### src/rtl/ctp_pkg.sv
package ctp_pkg;
    typedef enum logic [1:0] {
        MODE_TIMER   = 2'd0,
        MODE_GATED   = 2'd1,
        MODE_COUNTER = 2'd2,
        MODE_HALT    = 2'd3
    } core_mode_e;

    typedef enum logic [1:0] {
        EDGE_RISE  = 2'd0,
        EDGE_FALL  = 2'd1,
        EDGE_ANY   = 2'd2,
        EDGE_ANY_B = 2'd3
    } edge_sel_e;

    typedef enum logic {
        TL_LOW  = 1'b0,
        TL_HIGH = 1'b1
    } tl_state_e;
endpackage

### src/rtl/ctp_prescaler.sv
module ctp_prescaler #(
    parameter int SEL_W = 3
) (
    input  logic             clk,
    input  logic             rst_n,
    input  logic             en,
    input  logic [SEL_W-1:0] sel,
    output logic             tick
);
    localparam int CNT_W = (1 << SEL_W) + 2;
    localparam int SH_W  = $clog2(CNT_W + 1);

    logic [CNT_W-1:0] cnt;
    logic [CNT_W-1:0] limit;
    logic [SH_W-1:0]  shamt;

    always_comb begin
        shamt = SH_W'(sel) + SH_W'(3);
        limit = ~({CNT_W{1'b1}} << shamt);
        tick  = en && (cnt >= limit);
    end

    always_ff @(posedge clk) begin
        if (!rst_n || !en) begin
            cnt <= '0;
        end else if (tick) begin
            cnt <= '0;
        end else begin
            cnt <= cnt + 1'b1;
        end
    end
endmodule

### src/rtl/ctp_core_timer.sv
module ctp_core_timer
    import ctp_pkg::*;
#(
    parameter int W = 16
) (
    input  logic         clk,
    input  logic         rst_n,
    input  logic         run,
    input  logic         up,
    input  core_mode_e   mode,
    input  logic         tick,
    input  logic         gate_lvl,
    input  logic         gate_in,
    input  logic         cnt_in,
    input  logic         wr,
    input  logic [W-1:0] wdata,
    input  logic         tl_wr,
    input  logic         tl_wdata,
    output logic [W-1:0] val,
    output logic         tl,
    output logic         irq
);
    localparam logic [W-1:0] TOP = {W{1'b1}};

    logic cnt_prev;
    logic cnt_rise;
    logic evt;
    logic wrap;

    always_comb begin
        cnt_rise = cnt_in && !cnt_prev;
        unique case (mode)
            MODE_TIMER:   evt = tick;
            MODE_GATED:   evt = tick && (gate_in == gate_lvl);
            MODE_COUNTER: evt = run && cnt_rise;
            MODE_HALT:    evt = 1'b0;
            default:      evt = 1'b0;
        endcase
        wrap = evt && !wr && (up ? (val == TOP) : (val == '0));
    end

    always_ff @(posedge clk) begin
        if (!rst_n) begin
            val      <= '0;
            tl       <= 1'b0;
            irq      <= 1'b0;
            cnt_prev <= 1'b0;
        end else begin
            cnt_prev <= cnt_in;
            irq      <= wrap;
            if (wr) begin
                val <= wdata;
            end else if (evt) begin
                val <= up ? val + 1'b1 : val - 1'b1;
            end
            if (tl_wr) begin
                tl <= tl_wdata;
            end else if (wrap) begin
                tl <= ~tl;
            end
        end
    end
endmodule

### src/rtl/ctp_edge_fsm.sv
module ctp_edge_fsm
    import ctp_pkg::*;
(
    input  logic      clk,
    input  logic      rst_n,
    input  logic      tl,
    input  logic      run,
    input  edge_sel_e sel,
    output logic      step
);
    tl_state_e state;
    tl_state_e state_nx;
    logic      rise_seen;
    logic      fall_seen;

    // state register: follows the latch one cycle behind
    always_ff @(posedge clk) begin
        if (!rst_n) begin
            state <= TL_LOW;
        end else begin
            state <= state_nx;
        end
    end

    // transitions and outputs
    always_comb begin
        rise_seen = 1'b0;
        fall_seen = 1'b0;
        state_nx  = state;
        unique case (state)
            TL_LOW: begin
                if (tl) begin
                    rise_seen = 1'b1;
                    state_nx  = TL_HIGH;
                end
            end
            TL_HIGH: begin
                if (!tl) begin
                    fall_seen = 1'b1;
                    state_nx  = TL_LOW;
                end
            end
            default: state_nx = TL_LOW;
        endcase
        unique case (sel)
            EDGE_RISE: step = run && rise_seen;
            EDGE_FALL: step = run && fall_seen;
            default:   step = run && (rise_seen || fall_seen);
        endcase
    end
endmodule

### src/rtl/ctp_aux_timer.sv
module ctp_aux_timer #(
    parameter int W = 16
) (
    input  logic         clk,
    input  logic         rst_n,
    input  logic         step,
    input  logic         up,
    input  logic         wr,
    input  logic [W-1:0] wdata,
    output logic [W-1:0] val,
    output logic         irq
);
    localparam logic [W-1:0] TOP = {W{1'b1}};

    logic wrap;

    assign wrap = step && !wr && (up ? (val == TOP) : (val == '0));

    always_ff @(posedge clk) begin
        if (!rst_n) begin
            val <= '0;
            irq <= 1'b0;
        end else begin
            irq <= wrap;
            if (wr) begin
                val <= wdata;
            end else if (step) begin
                val <= up ? val + 1'b1 : val - 1'b1;
            end
        end
    end
endmodule

### src/rtl/chained_timer_pair.sv
module chained_timer_pair
    import ctp_pkg::*;
#(
    parameter int W     = 16,
    parameter int SEL_W = 3
) (
    input  logic             clk,
    input  logic             rst_n,
    input  logic             core_run,
    input  logic             aux_run,
    input  logic             core_up,
    input  logic             aux_up,
    input  logic [1:0]       core_mode,
    input  logic [SEL_W-1:0] presc_sel,
    input  logic             gate_lvl,
    input  logic             gate_in,
    input  logic             cnt_in,
    input  logic [1:0]       edge_sel,
    input  logic             core_wr,
    input  logic [W-1:0]     core_wdata,
    input  logic             aux_wr,
    input  logic [W-1:0]     aux_wdata,
    input  logic             tl_wr,
    input  logic             tl_wdata,
    output logic [W-1:0]     core_val,
    output logic [W-1:0]     aux_val,
    output logic             tl_q,
    output logic             core_irq,
    output logic             aux_irq
);
    logic tick;
    logic aux_step;

    ctp_prescaler #(.SEL_W(SEL_W)) u_presc (
        .clk   (clk),
        .rst_n (rst_n),
        .en    (core_run),
        .sel   (presc_sel),
        .tick  (tick)
    );

    ctp_core_timer #(.W(W)) u_core (
        .clk      (clk),
        .rst_n    (rst_n),
        .run      (core_run),
        .up       (core_up),
        .mode     (core_mode_e'(core_mode)),
        .tick     (tick),
        .gate_lvl (gate_lvl),
        .gate_in  (gate_in),
        .cnt_in   (cnt_in),
        .wr       (core_wr),
        .wdata    (core_wdata),
        .tl_wr    (tl_wr),
        .tl_wdata (tl_wdata),
        .val      (core_val),
        .tl       (tl_q),
        .irq      (core_irq)
    );

    ctp_edge_fsm u_edge (
        .clk   (clk),
        .rst_n (rst_n),
        .tl    (tl_q),
        .run   (aux_run),
        .sel   (edge_sel_e'(edge_sel)),
        .step  (aux_step)
    );

    ctp_aux_timer #(.W(W)) u_aux (
        .clk   (clk),
        .rst_n (rst_n),
        .step  (aux_step),
        .up    (aux_up),
        .wr    (aux_wr),
        .wdata (aux_wdata),
        .val   (aux_val),
        .irq   (aux_irq)
    );
endmodule

### config.mk
export PLATFORM = sky130hd
export DESIGN_NAME = chained_timer_pair
export DESIGN_NICKNAME = d
export VERILOG_FILES = /design/src/rtl/ctp_pkg.sv /design/src/rtl/ctp_prescaler.sv /design/src/rtl/ctp_core_timer.sv /design/src/rtl/ctp_edge_fsm.sv /design/src/rtl/ctp_aux_timer.sv /design/src/rtl/chained_timer_pair.sv
export SDC_FILE = /design/constraint.sdc
export NUM_CORES = 1
export LEC_CHECK = 0
export BUFFER_PORTS_ARGS = -buffer_cell sky130_fd_sc_hd__buf_2
export CAP_MARGIN = 20
export CELL_PAD_IN_SITES_DETAIL_PLACEMENT = 1
export CELL_PAD_IN_SITES_GLOBAL_PLACEMENT = 2
export CORE_ASPECT_RATIO = 0.5
export CORE_UTILIZATION = 34
export CTS_CLUSTER_SIZE = 10
export DETAILED_ROUTE_END_ITERATION = 16
export PLACE_DENSITY = 0.95
export SLEW_MARGIN = 10
export SYNTH_ARGS = -nofsm -noshare
export SYNTH_HDL_FRONTEND = slang
export SYNTH_SLANG_ARGS = --single-unit
### constraint.sdc
create_clock -name clk -period 4.9 [get_ports clk]
set_clock_uncertainty 0.15 [all_clocks]
set_input_delay 0.98 -clock clk [delete_from_list [all_inputs] [get_ports clk]]
set_output_delay 0.98 -clock clk [all_outputs]
set_load 0.02 [all_outputs]
Word-level counts from Yosys, hierarchy flattened

Index checks and enable logic that the tools add are counted.

Divide/modulo/power cells: 0
$mul: 0
Shifts and indexed selects: 1
Order comparisons: 1
Reductions and logical operators: 26
Bitwise logic cells: 2
Muxes and demuxes: 16
Eq/ne operators: 7
Add/sub/neg operators: 6

Operator list:

| operator                                                              | count |
|---|---|
| 16-bit 2-to-1 mux                                                     | 6 |
| 16-bit by 1-bit adder with 16-bit output, second input constant       | 2 |
| 16-bit equality test, second input constant                           | 2 |
| 16-bit logical NOT                                                    | 2 |
| 16-bit by 1-bit subtractor with 16-bit output, second input constant  | 2 |
| 1-bit logical AND                                                     | 11 |
| 10-bit by 1-bit adder with 10-bit output, second input constant       | 1 |
| 10-bit >= comparator                                                  | 1 |
| 10-bit inverter                                                       | 1 |
| 10-bit by 4-bit left shift with 10-bit output, first input constant   | 1 |
| 1-bit 2-to-1 mux                                                      | 8 |
| 2-bit nonzero test                                                    | 3 |
| 1-bit logical NOT                                                     | 5 |
| 3-bit by 2-bit adder with 4-bit output, second input constant         | 1 |
| 2-bit by 1-bit equality test with 1-bit output, second input constant | 2 |
| 2-bit equality test, second input constant                            | 2 |
| 2-bit logical NOT                                                     | 2 |
| 1-bit one-hot mux with 4 select lines                                 | 1 |
| 1-bit logical OR                                                      | 2 |
| 1-bit one-hot mux with 2 select lines                                 | 1 |
| 2-bit OR reduction                                                    | 1 |
| 1-bit equality test                                                   | 1 |
| 1-bit inverter                                                        | 1 |

Bits in latches: 0
Input port bits: 52
Output and inout bits: 35
Memory bits (writable): 0
Memories: 0
Register bits after elaboration: 47
Memory bits (read-only): 0
Logic and storage cells: 67

Depth between registers and ports, before layout

Gate-level depths: netlist of the first run.

Depth in word-level cells: 11
Gate-level depth with buffers: 13
Depth with buffers taken out: 12

Hierarchy

A second synthesis of the first run with hierarchy kept.

Cells, all modules: 490
Area total of the unflattened synthesis: 3843.7 um^2

By module, submodules not included:

| module         | area an instance (um^2) | cells each | sequential area each (um^2) | instances |
|---|---|---|---|---|
| ctp_core_timer | 1650.3                  | 210        | 380.4                       | 1 |
| ctp_aux_timer  | 1432.6                  | 191        | 340.3                       | 1 |
| ctp_prescaler  | 676.9                   | 80         | 200.2                       | 1 |
| ctp_edge_fsm   | 83.8                    | 9          | 20.0                        | 1 |

Least setup slack after synthesis of the first run

OpenSTA, ideal clock, no wires.

Path kind: in2reg
Start: input presc_sel[0]
End: register u_core.val[15]
Data required time: 4.659 ns
Data arrival time: 3.226 ns
Cell stages on the path: 13
Setup time: 0.091 ns
Setup slack: 1.433 ns
Buffers on the path: 1
Path through: inv_1 > ha_1 > nor4_1 > a21oi_1 > nor2_1 > ha_1 > a211oi_1 > o21ai_1 > a211oi_2 > or2_1 > buf_6 > or4_1 > a311oi_1

Cells in the longest elaborated chain, start to end: 8

RTL lines:

| element                                           | line                     | text |
|---|---|---|
| from (decl)                                       | chained_timer_pair.sv:14 | `input logic [SEL_W-1:0] presc_sel,` |
| 3-bit by 2-bit adder with 4-bit output (*)        | ctp_prescaler.sv:18      | `shamt = SH_W'(sel) + SH_W'(3);` |
| 10-bit by 4-bit left shift with 10-bit output (*) | ctp_prescaler.sv:19      | `limit = ~({CNT_W{1'b1}} << shamt);` |
| 10-bit inverter (*)                               | ctp_prescaler.sv:19      |  |
| 10-bit >= comparator (*)                          | ctp_prescaler.sv:20      | `tick = en && (cnt >= limit);` |
| 1-bit logical AND (*)                             | ctp_prescaler.sv:20      |  |
| 1-bit logical AND                                 | ctp_core_timer.sv:34     | `MODE_GATED: evt = tick && (gate_in == gate_lvl);` |
| 1-bit one-hot mux with 4 select lines (*)         | ctp_core_timer.sv:32     | `unique case (mode)` |
| 2-bit nonzero test (no line) (*)                  | -                        |  |
| to (signal assigned)                              | ctp_core_timer.sv:52     | `val <= wdata;` |
| to (signal assigned)                              | ctp_core_timer.sv:54     | `val <= up ? val + 1'b1 : val - 1'b1;` |
| to (decl)                                         | ctp_core_timer.sv:19     | `output logic [W-1:0] val,` |

Every way passes the cells marked *; elsewhere a longest branch is shown, timed or not.
A chain may end at the register's enable or synchronous reset.

Worst setup path in the final report of the first run

Start: input presc_sel[1]
End: register u_core.val[10]

The elaborated chain is that of the path after synthesis.

==> summary.md, run 1 <==
| Metric | Value |
|---|---|
| GP Congestion | `0.8206` |
| Post-synth top area share | `24.27%` |
| Reg2reg start | `u_core.val[8]` |
| Synthesized Nets | `583` |
| Hold WC Path Type | `flop to flop` |
| CTS Buf Count | `5` |
| FF-to-FF path depth | `7` |
| # diodes | `0` |
| Post-synthesis mux area share | `2.872%` |
| P&R area growth vs syn | `18.68%` |
| Power Density | `267.3 nW/um^2` |
| P_leak | `2.102 nW` |
| Die X | `roughly 150 microns` |
| Final setup violation count | `0` |
| CTS Buffer Depth | `2` |
| FMAX | `277.3 MHz` |
| First-pass iteration count of the detailed router | `13` |
| Required @ worst endpoint | `~5000 ps` |
| DRT iter0 DRCs | `200` |
| RSZ-0062 raised after global routing | `false` |
| Initial core utilization | `35.10%` |
| Mean Syn Cell Area | `7.962 sq um` |
| Post-synth top area cell | `dfxtp_1` |
| Hold_buf cts | `0` |
| Final instance area | `4602 sq um` |
| Layout cells sized above 1 | `18.87%` |
| R2r setup slk | `approximately 2300 ps` |
| Vias in the first global route | `3,947` |
| Fin crit share | `about three quarters` |
| Area of the multi-input gates | `2811 sq um` |
| Fin nets | `663` |
| Initial antenna violation count | `0` |
| Yosys synthesis warning count | `0` |
| Post-Synth XOR/XNOR Area | `7.002%` |
| Most frequent cell after synthesis | `dfxtp_1` |
| Grt ovf | `0` |
| Die height | `approximately 78 microns` |
| Critical path arrival | `about 3700 ps` |
| Root Buffer | `clkbuf_16` |
| Post-Synth Adder-Cell Area | `approximately 15%` |
| Nature of the critical path startpoint | `primary input` |
| DP Wirelength | `8990 microns` |
| Die ar. | `11,860 sq um` |
| First-pass GRT wire length | `roughly 20,000 microns` |
| Max-slew violation count | `0` |
| Core box area | `11,050 sq um` |
| Reg clk slew, reported paths | `about 70 ps` |
| FP Rows | `27` |
| Largest family of logic cells by synthesized area | `compound AO/OA/AOI/OAI gates` |
| Synth Register Bits | `47` |
| CTS H-tree lvls | `2` |
| Maxcap violations | `0` |
| Post-synth EDFFs | `0` |
| Hold Path End | `u_presc.cnt[0]` |
| Cts repair resizes | `0` |
| Clock Latency Late Sink | `290 ps` |
| Drt total wl | `11,750 microns` |
| Layout Cells excl Fill | `just over 700` |
| Post-route DRC | `2` |
| Outcome | `finished, violations left` |
| Routed len/inst | `between 15 and 20 microns` |
| Detail Route Antenna Nets | `0` |
| Largest net degree at the start of global routing | `39` |
| Sequential-to-total area share from yosys stat | `24.27%` |
| Synthesized area | `3877 sq um` |
| Crit Path Category | `primary input to flop` |
| Peak supply drop | `136.3 uV` |
| Post-layout min period | `3606 ps` |
| DR vias | `4,006` |
| Max-Slew Margin vs Limit | `48.73%` |
| Post-synth top cells | `dfxtp_1 (47), a21oi_1 (46), ha_1 (42)` |
| FF-to-FF End | `u_core.val[15]` |
| Violated checks | `DRC` |
| Final hold viol count | `0` |
| Clock sinks | `between 40 and 50` |
| DP Area | `4432 sq um` |
| Dpl cells | `704` |
| Total negative slack | `0 ps` |
| Critical hold path startpoint | `u_presc.cnt[0]` |
| Depth of the worst hold-timing path | `1` |
| Worst Setup End Kind | `flop` |
| Tightest Pin Transition | `768.2 ps` |
| Synth async-reset ratio | `0%` |
| Main flop type after synthesis | `dfxtp_1` |
| Filler cells | `1,378` |
| I/O Buffers | `86` |
| Post-Synthesis Cells | `a little under 500` |
| Vias per cell | `around 5.6` |
| Worst-path fanout max | `7` |
| Top Ports | `87` |
| Synth Area in Simple Gates | `21.59%` |
| Compound-Gate Fraction of Synth Area | `26.46%` |
| Synth area leaders | `dfxtp_1 (24%), ha_1 (14%), a21oi_1 (5.9%)` |
| Total track usage | `between 20% and 30%` |
| Netlist cell types | `54` |
| CTS tree | `yes` |
| Reg area | `940.9 sq um` |
| Post-CTS setup repair buffer count | `0` |
[cells by family after synthesis]
logic type	Yosys count
simple gates	163
compound gates	160
flops	47
fa+ha+maj	44
xor+xnor	31
buf+inv	31
mux	11
[layout by cell type, fill, tap and decap left out, types with 2 or more instances in the layout]
cell type / count
o21ai_0: 35
dfxtp_1: 47
and2_1: 4
a41oi_1: 4
xor2_1: 10
a31o_2: 3
xnor2_1: 21
o21bai_1: 6
and3_1: 17
ha_1: 42
fa_1: 2
buf_2: 86
a221oi_1: 2
or3_1: 3
o21ai_1: 3
mux2i_1: 10
nor2_1: 36
buf_4: 2
nand2_1: 30
a21o_1: 13
o31ai_1: 3
a21oi_1: 46
nand3b_1: 2
clkbuf_16: 5
or4_1: 3
or2_2: 4
a211oi_1: 9
nand3_1: 16
o211a_1: 3
nor3b_1: 2
inv_1: 16
o21a_1: 7
a311oi_1: 3
nor4_1: 9
nand4_1: 19
a31oi_1: 8
o211ai_1: 6
nor3_1: 12
[worst max path at each step]
| stage | from | end | slack, ps | depth (start not counted) |
|---|---|---|---|---|
| 5_1_grt | presc_sel[1] | u_core.val[10] | 1040 | 14 |
| 3_5_place_dp | presc_sel[1] | u_core.val[12] | 840 | 13 |
| 6_report | presc_sel[1] | u_core.val[10] | 1290 | 14 |
| 2_1_floorplan | presc_sel[0] | u_core.val[15] | 1430 | 13 |
| 4_1_cts | presc_sel[1] | u_core.val[12] | 1130 | 13 |
| 3_3_place_gp | presc_sel[1] | u_core.val[10] | 950 | 13 |
[stage by stage]
| stage | worst slack [ps] | util (%) | hold WS [ps] | total power, mW |
|---|---|---|---|---|
| 2_1_floorplan | 1433 | - | 291.1 | 0.7225 |
| 3_3_place_gp | 953.4 | 40.12 | 313.9 | 0.8287 |
| 3_5_place_dp | 841.6 | 40.12 | 326.2 | 0.8385 |
| 4_1_cts | 1135 | 41.59 | 342.5 | 1.240 |
| 5_1_grt | 1036 | 41.66 | 355.5 | 1.307 |
| 6_report | 1294 | 41.66 | 340.0 | 1.230 |
[registers in the layout, summed over array words and instances (netlist names)]
signal           count
u_core.cnt_prev      1
u_core.irq           1
u_aux.val           16
u_presc.cnt         10
u_aux.irq            1
u_edge.state         1
u_core.val          16
u_core.tl            1
[power breakdown]
group          total (mW)  switching [mW]  internal [mW]
clock               0.397           0.159          0.238
combinational       0.395           0.232          0.163
sequential          0.438          0.0330          0.405
[cell type report]
type                            instances  area share, %
Inverter                               16          1.305
Multi-Input combinational cell        409          61.09
Tap cell                              145          3.942
Clock inverter                          2         0.8157
Timing Repair Buffer                   88          9.679
Clock buffer                            5          2.719
Sequential cell                        47          20.45
[per-layer routing]
layer  track usage (%)  wire length, microns  up-vias
li1                  -                     -     2000
met4             2.424                    38        0
met5                 0                     0        -
met1             27.57                  5898     1943
met2             35.48                  5512       59
met3             3.073                   299        4
[critical path, stage by stage]
cell      delay [ps]
buf_2            120
inv_1             90
ha_1             180
nor4_1            50
a21oi_1          270
inv_1             90
ha_1             280
o21ai_0           70
o21ai_1          190
a211oi_2         120
nor2_1           540
buf_4            290
nand3_1          150
o211ai_1         250
Note: power is estimated with default switching activity, not from simulation.
==> run 2, diff against run 1 <==
- CORE_UTILIZATION: 34 -> 32
- PLACE_DENSITY: 0.95 -> 0.94
- clock period: 4.9 -> 3.7 ns (I/O delays scaled with it)
==> run 2 against run 1 <==
Routed wire length increased by 2.8%. Cell area increased by 2.6%. Hold slack better by 12 ps. Critical path depth did not move. First-iteration DRC count down 1.5%. Clock-buffer cell count up 1. The run now ends clean. Highest routed layer unchanged. Via count up 2.3%. Global-route usage shrank 0.52 points. Final cell count grew 3.8%. Sequential power grew 33%.
==> summary.md, run 2 (synthesized netlist as in run 1, its figures left out) <==
| Metric | Value |
|---|---|
| Outcome | `finished clean` |
| Layout cells sized above 1 | `20.86% (+2.0 points)` |
| FP Rows | `27 (unchanged)` |
| Root Buffer | `clkbuf_16` |
| Most frequent cells in the layout | `buf_2 (86), dfxtp_1 (47), a21oi_1 (46), ha_1 (42)` |
| RSZ-0062 raised after global routing | `false` |
| # diodes | `0 (unchanged)` |
| Nature of the critical path startpoint | `primary input` |
| Core box area | `11,380 sq um (+3.1%)` |
| Vias in the first global route | `4,071 (+3.1%)` |
| Clock Latency Late Sink | `300 ps (about the same)` |
| Drt total wl | `12,080 microns (+2.8%)` |
| DR vias | `4,098 (+2.3%)` |
| Detail Route Antenna Nets | `0 (unchanged)` |
| Post-route DRC | `0 (-2)` |
| CTS Buf Count | `5 (unchanged)` |
| Die ar. | `12,590 sq um (+6.1%)` |
| WP depth | `14 (unchanged)` |
| First-pass iteration count of the detailed router | `4 (-9)` |
| Total power | `1.673 mW (+36%)` |
| Commonest non-fill, non-tap cell in the layout | `buf_2` |
| Final setup violation count | `0 (unchanged)` |
| Vias per cell | `5.545 (-1.4%)` |
| FMAX | `307.4 MHz` |
| Maxcap violations | `0 (unchanged)` |
| Crit path max-delay family | `compound AO/OA/AOI/OAI gates` |
| CTS Buffer Depth | `2 (unchanged)` |
| Filler cells | `1,430 (+3.8%)` |
| DP Wirelength | `9469 microns (+5.3%)` |
| Final hold viol count | `0 (unchanged)` |
| Worst Setup End Kind | `flop` |
| Required @ worst endpoint | `3760 ps (-1210 ps)` |
| CP cell instances | `buf_2 > inv_1 > ha_1 > nor4_1 > a21oi_1 > inv_1 > ha_1 > o21ai_0 > o21ai_1 > a211oi_2 > buf_4 > or2_1 > or4_1 > a311oi_1` |
| Peak supply drop | `159.9 uV (+17%)` |
| Die X | `157.7 microns (+3.0%)` |
| Biggest regs | `u_aux.val (16), u_core.val (16), u_presc.cnt (10)` |
| Die height | `79.84 microns (+3.0%)` |
| Routed len/inst | `16.34 microns (-0.96%)` |
| Grt ovf | `0 (unchanged)` |
| Post-layout min period | `roughly 3300 ps` |
| Reg clk slew, reported paths | `70 ps (about the same)` |
| Initial antenna violation count | `0 (unchanged)` |
| Power Density | `354.1 nW/um^2 (+32%)` |
| Worst-path fanout max | `4 (-3)` |
| Slowest-stage cell, CP | `or4_1` |
| FF-to-FF path depth | `7 (unchanged)` |
| P_leak | `2.168 nW (+3.2%)` |
| P&R area growth vs syn | `21.81%` |
| Hold_buf cts | `0 (unchanged)` |
| GP Congestion | `0.8470 (+3.2%)` |
| Depth of the worst hold-timing path | `1 (unchanged)` |
| I/O Buffers | `86 (unchanged)` |
| Critical path arrival | `3310 ps (-360 ps)` |
| Tightest Pin Transition | `697.8 ps (-70.45 ps)` |
| CTS tree | `yes` |
| Clock sinks | `47 (unchanged)` |
| Max-slew violation count | `0 (unchanged)` |
| Fin crit share | `87.91%` |
| Top Ports | `87 (unchanged)` |
| Post-CTS setup repair buffer count | `0 (unchanged)` |
| DRT iter0 DRCs | `197 (-1.5%)` |
| Max-Slew Margin vs Limit | `53.43% (+4.7 points)` |
| Cts repair resizes | `0 (unchanged)` |
| Largest net degree at the start of global routing | `38 (-2.6%)` |
| Total track usage | `19.95% (-0.52 points)` |
| Buf/Inv on CP | `4 (unchanged)` |
| Max stage delay on crit path | `490 ps (-50 ps)` |
| Hold WC Path Type | `flop to flop` |
| Hold slack final | `351.8 ps (+11.88 ps)` |
| Initial core utilization | `34.06% (-1.0 points)` |
| First-pass GRT wire length | `19,830 microns (+0.21%)` |
| Fin nets | `675 (+1.8%)` |
| Crit Path Category | `primary input to flop` |
| CTS H-tree lvls | `2 (unchanged)` |
-- run 2: metal layers --
metal	wire length, microns	global-route usage, %	vias to the layer above
met5	0	0	-
met4	123	4.078	0
met3	344	2.552	11
met2	5633	34.89	62
met1	5974	26.16	1994
li1	-	-	2031
-- run 2: through the flow --
step | setup slack [ps] | utilization [%] | instance area, sq um | std cells | setup TNS (ps)
2_1_floorplan | 473.2 | - | 3877 | 487 | 0
6_report | 447.3 | 41.49 | 4723 | 739 | 0
3_5_place_dp | -140.8 | 39.94 | 4547 | 731 | -471.0
3_3_place_gp | -49.48 | 39.94 | 4547 | 731 | -60.55
5_1_grt | 264.7 | 41.49 | 4723 | 739 | 0
4_1_cts | 153.1 | 41.47 | 4721 | 739 | 0
-- run 2: layout make-up --
type	count	area [sq um]	share of cell area [%]
clock buffers	6	138.9	2.940
clock inverters	2	35.03	0.7417
inverters	16	60.06	1.272
multi-input cells	409	2814	59.58
flip-flops and latches	47	940.9	19.92
well taps	159	198.9	4.212
repair buffers	100	535.5	11.34
-- run 2: power by group --
part / switching [mW] / total [mW] / internal (mW)
clock network: 0.216 / 0.553 / 0.337
registers: 0.0462 / 0.583 / 0.536
logic: 0.311 / 0.537 / 0.227
-- run 2: path summary, 6_finish.rpt --
check / from / end / slack [ps]
setup / recovery: presc_sel[1] / u_core.val[15] / 450
hold / removal: u_presc.cnt[0] / u_presc.cnt[0] / 350
hold reg to reg: u_presc.cnt[0] / u_presc.cnt[0] / 350
setup reg to reg: u_core.val[8] / u_core.val[15] / 940
==> run 3, diff against run 2 <==
- RECOVER_POWER: default -> 100
==> run 3 against run 2 <==
The flow now finishes with violations (capacitance limit, slew limit). Total power fell by 0.43%. Worst setup slack got worse by 100 ps. Sequential cell count did not move. Largest cell class unchanged. Highest routed layer unchanged.
==> summary.md, run 3 (synthesized netlist as in run 1, its figures left out) <==
| Metric | Value |
|---|---|
| R2r setup slk | `440 ps (-500 ps)` |
| FP Rows | `27 (unchanged)` |
| CTS Buffer Depth | `2 (unchanged)` |
| DR vias | `4,089 (-0.22%)` |
| DRT iter0 DRCs | `196 (-0.51%)` |
| Crit path from | `presc_sel[1]` |
| Layout cells sized above 1 | `13.62% (-7.2 points)` |
| Vias per cell | `5.533 (-0.22%)` |
| Grt ovf | `0 (unchanged)` |
| CP cell instances | `buf_2 > inv_1 > ha_1 > nor4_1 > a21oi_1 > nor2_1 > ha_1 > a211oi_1 > o21ai_0 > a211oi_1 > clkbuf_1 > or2_0 > or4_1 > a311oi_1` |
| Util after Layout | `40.91% (-0.58 points)` |
| FF-to-FF path depth | `9 (+2)` |
| I/O Buffers | `86 (unchanged)` |
| Reg clk slew, reported paths | `70 ps (about the same)` |
| Dpl cells | `731 (unchanged)` |
| Max stage delay on crit path | `500 ps (about the same)` |
| DP Wirelength | `9469 microns (unchanged)` |
| Die height | `79.84 microns (unchanged)` |
| Required @ worst endpoint | `3760 ps (about the same)` |
| Total track usage | `19.95% (unchanged)` |
| Biggest regs | `u_aux.val (16), u_core.val (16), u_presc.cnt (10)` |
| Top Ports | `87 (unchanged)` |
| P_leak | `2.016 nW (-7.0%)` |
| CTS tree | `yes` |
| Vias in the first global route | `4,071 (unchanged)` |
| Worst Setup End Kind | `flop` |
| Tightest Pin Transition | `1791 ps (+1093 ps)` |
| P&R area growth vs syn | `20.10%` |
| Max-slew violation count | `38 (+38)` |
| Core box area | `11,380 sq um (unchanged)` |
| FMAX | `298.1 MHz (-3.0%)` |
| Post-layout min period | `3355 ps (+101.9 ps)` |
| Drt total wl | `12,100 microns (+0.20%)` |
| Fin nets | `675 (unchanged)` |
| Final hold viol count | `0 (unchanged)` |
| Initial core utilization | `34.06% (unchanged)` |
| Final instance area | `4657 sq um (-1.4%)` |
| Reg area | `940.9 sq um (unchanged)` |
| Initial antenna violation count | `0 (unchanged)` |
| Filler cells | `1,441 (+0.77%)` |
| Hold slack final | `350.2 ps (-1.637 ps)` |
| Peak supply drop | `161.6 uV (+1.0%)` |
| CTS H-tree lvls | `2 (unchanged)` |
| Violated checks | `capacitance limit, slew limit` |
| Routed len/inst | `16.37 microns (+0.20%)` |
| # diodes | `0 (unchanged)` |
| DP Area | `4547 sq um (unchanged)` |
| CTS Buf Count | `5 (unchanged)` |
| Area of the multi-input gates | `2809 sq um (-0.18%)` |
| Nature of the critical path startpoint | `primary input` |
| Root Buffer | `clkbuf_16` |
| Post-route DRC | `0 (unchanged)` |
| Detail Route Antenna Nets | `0 (unchanged)` |
| RSZ-0062 raised after global routing | `false` |
| Crit Path Category | `primary input to flop` |
| Hold_buf cts | `0 (unchanged)` |
| Critical path arrival | `3410 ps (+100 ps)` |
| Worst-path fanout max | `4 (unchanged)` |
| Die X | `157.7 microns (unchanged)` |
| Largest net degree at the start of global routing | `38 (unchanged)` |
| Layout Cells excl Fill | `739 (unchanged)` |
| FF-to-FF End | `u_aux.val[12]` |
| Maxcap violations | `1 (+1)` |
| Die ar. | `12,590 sq um (unchanged)` |
| Hold WC Path Type | `flop to flop` |
| Commonest non-fill, non-tap cell in the layout | `buf_2` |
| First-pass iteration count of the detailed router | `4 (unchanged)` |
| Final setup violation count | `0 (unchanged)` |
| Reg2reg start | `u_core.tl` |
| Fin crit share | `90.67% (+2.8 points)` |
| Clock Latency Late Sink | `300 ps (about the same)` |
| Clock sinks | `47 (unchanged)` |
| Most frequent cells in the layout | `buf_2 (49), dfxtp_1 (47), a21oi_1 (46), ha_1 (42), clkbuf_1 (41)` |
| Power Density | `357.6 nW/um^2 (+0.98%)` |
| Outcome | `finished, violations left` |
| CP Capture Point | `u_core.val[15]` |
| GP Congestion | `0.8470 (unchanged)` |
| Slowest-stage cell, CP | `or4_1` |
| First-pass GRT wire length | `19,830 microns (unchanged)` |
| Max-Slew Margin vs Limit | `-19.41% (-73 points)` |
## run 3: repair_timing
action	CTS	global route
gates resized for setup	0	1
setup buffers	0	0
hold endpoints to repair	0	0
endpoints found under the setup margin	0	1
## run 3: worst min path at each step
stage | startpoint | to | cells after the start
after floorplan | u_presc.cnt[0] | u_presc.cnt[0] | 1
final | u_presc.cnt[0] | u_presc.cnt[0] | 1
after CTS | u_presc.cnt[0] | u_presc.cnt[0] | 1
after detailed placement | u_presc.cnt[0] | u_presc.cnt[0] | 1
after global routing | u_presc.cnt[0] | u_presc.cnt[0] | 1
after global placement | u_presc.cnt[0] | u_presc.cnt[0] | 1
## run 3: layout make-up
cell class / instances / area share (%)
inverter: 16 / 1.290
multi-input combinational: 409 / 60.32
clock buffer: 6 / 2.982
clock inverter: 2 / 0.7523
timing repair buffer: 100 / 10.18
sequential: 47 / 20.20
tap: 159 / 4.272
## run 3: worst max-delay path: cells and delay by family
family                     cells  cell delay, ps
and+or+nand+nor                4             870
AOI/OAI and AO/OA              5             990
adders and majority gates      2             470
buffers and inverters          3             350
## run 3: per-layer routing
metal,global-route usage [%],wire length (microns),vias to the layer above
met5,0,0,-
met4,4.078,90,0
met3,2.552,346,9
met2,34.89,5663,58
met1,26.16,5999,1991
li1,-,-,2031
## run 3: metrics by stage
stage / setup TNS, ps / power, mW / worst slack [ps]
final: 0 / 1.665 / 345.4
after global routing: 0 / 1.772 / 132.1
after CTS: 0 / 1.688 / 153.1
after detailed placement: -471.0 / 1.131 / -140.8
after global placement: -60.55 / 1.114 / -49.48
after floorplan: 0 / 0.9568 / 473.2
## run 3: power by group
| group | total (mW) | switching (mW) | internal [mW] |
|---|---|---|---|
| Clock | 0.554 | 0.217 | 0.337 |
| Sequential | 0.583 | 0.0469 | 0.536 |
| Combinational | 0.528 | 0.311 | 0.217 |
| Total | 1.67 | 0.575 | 1.09 |
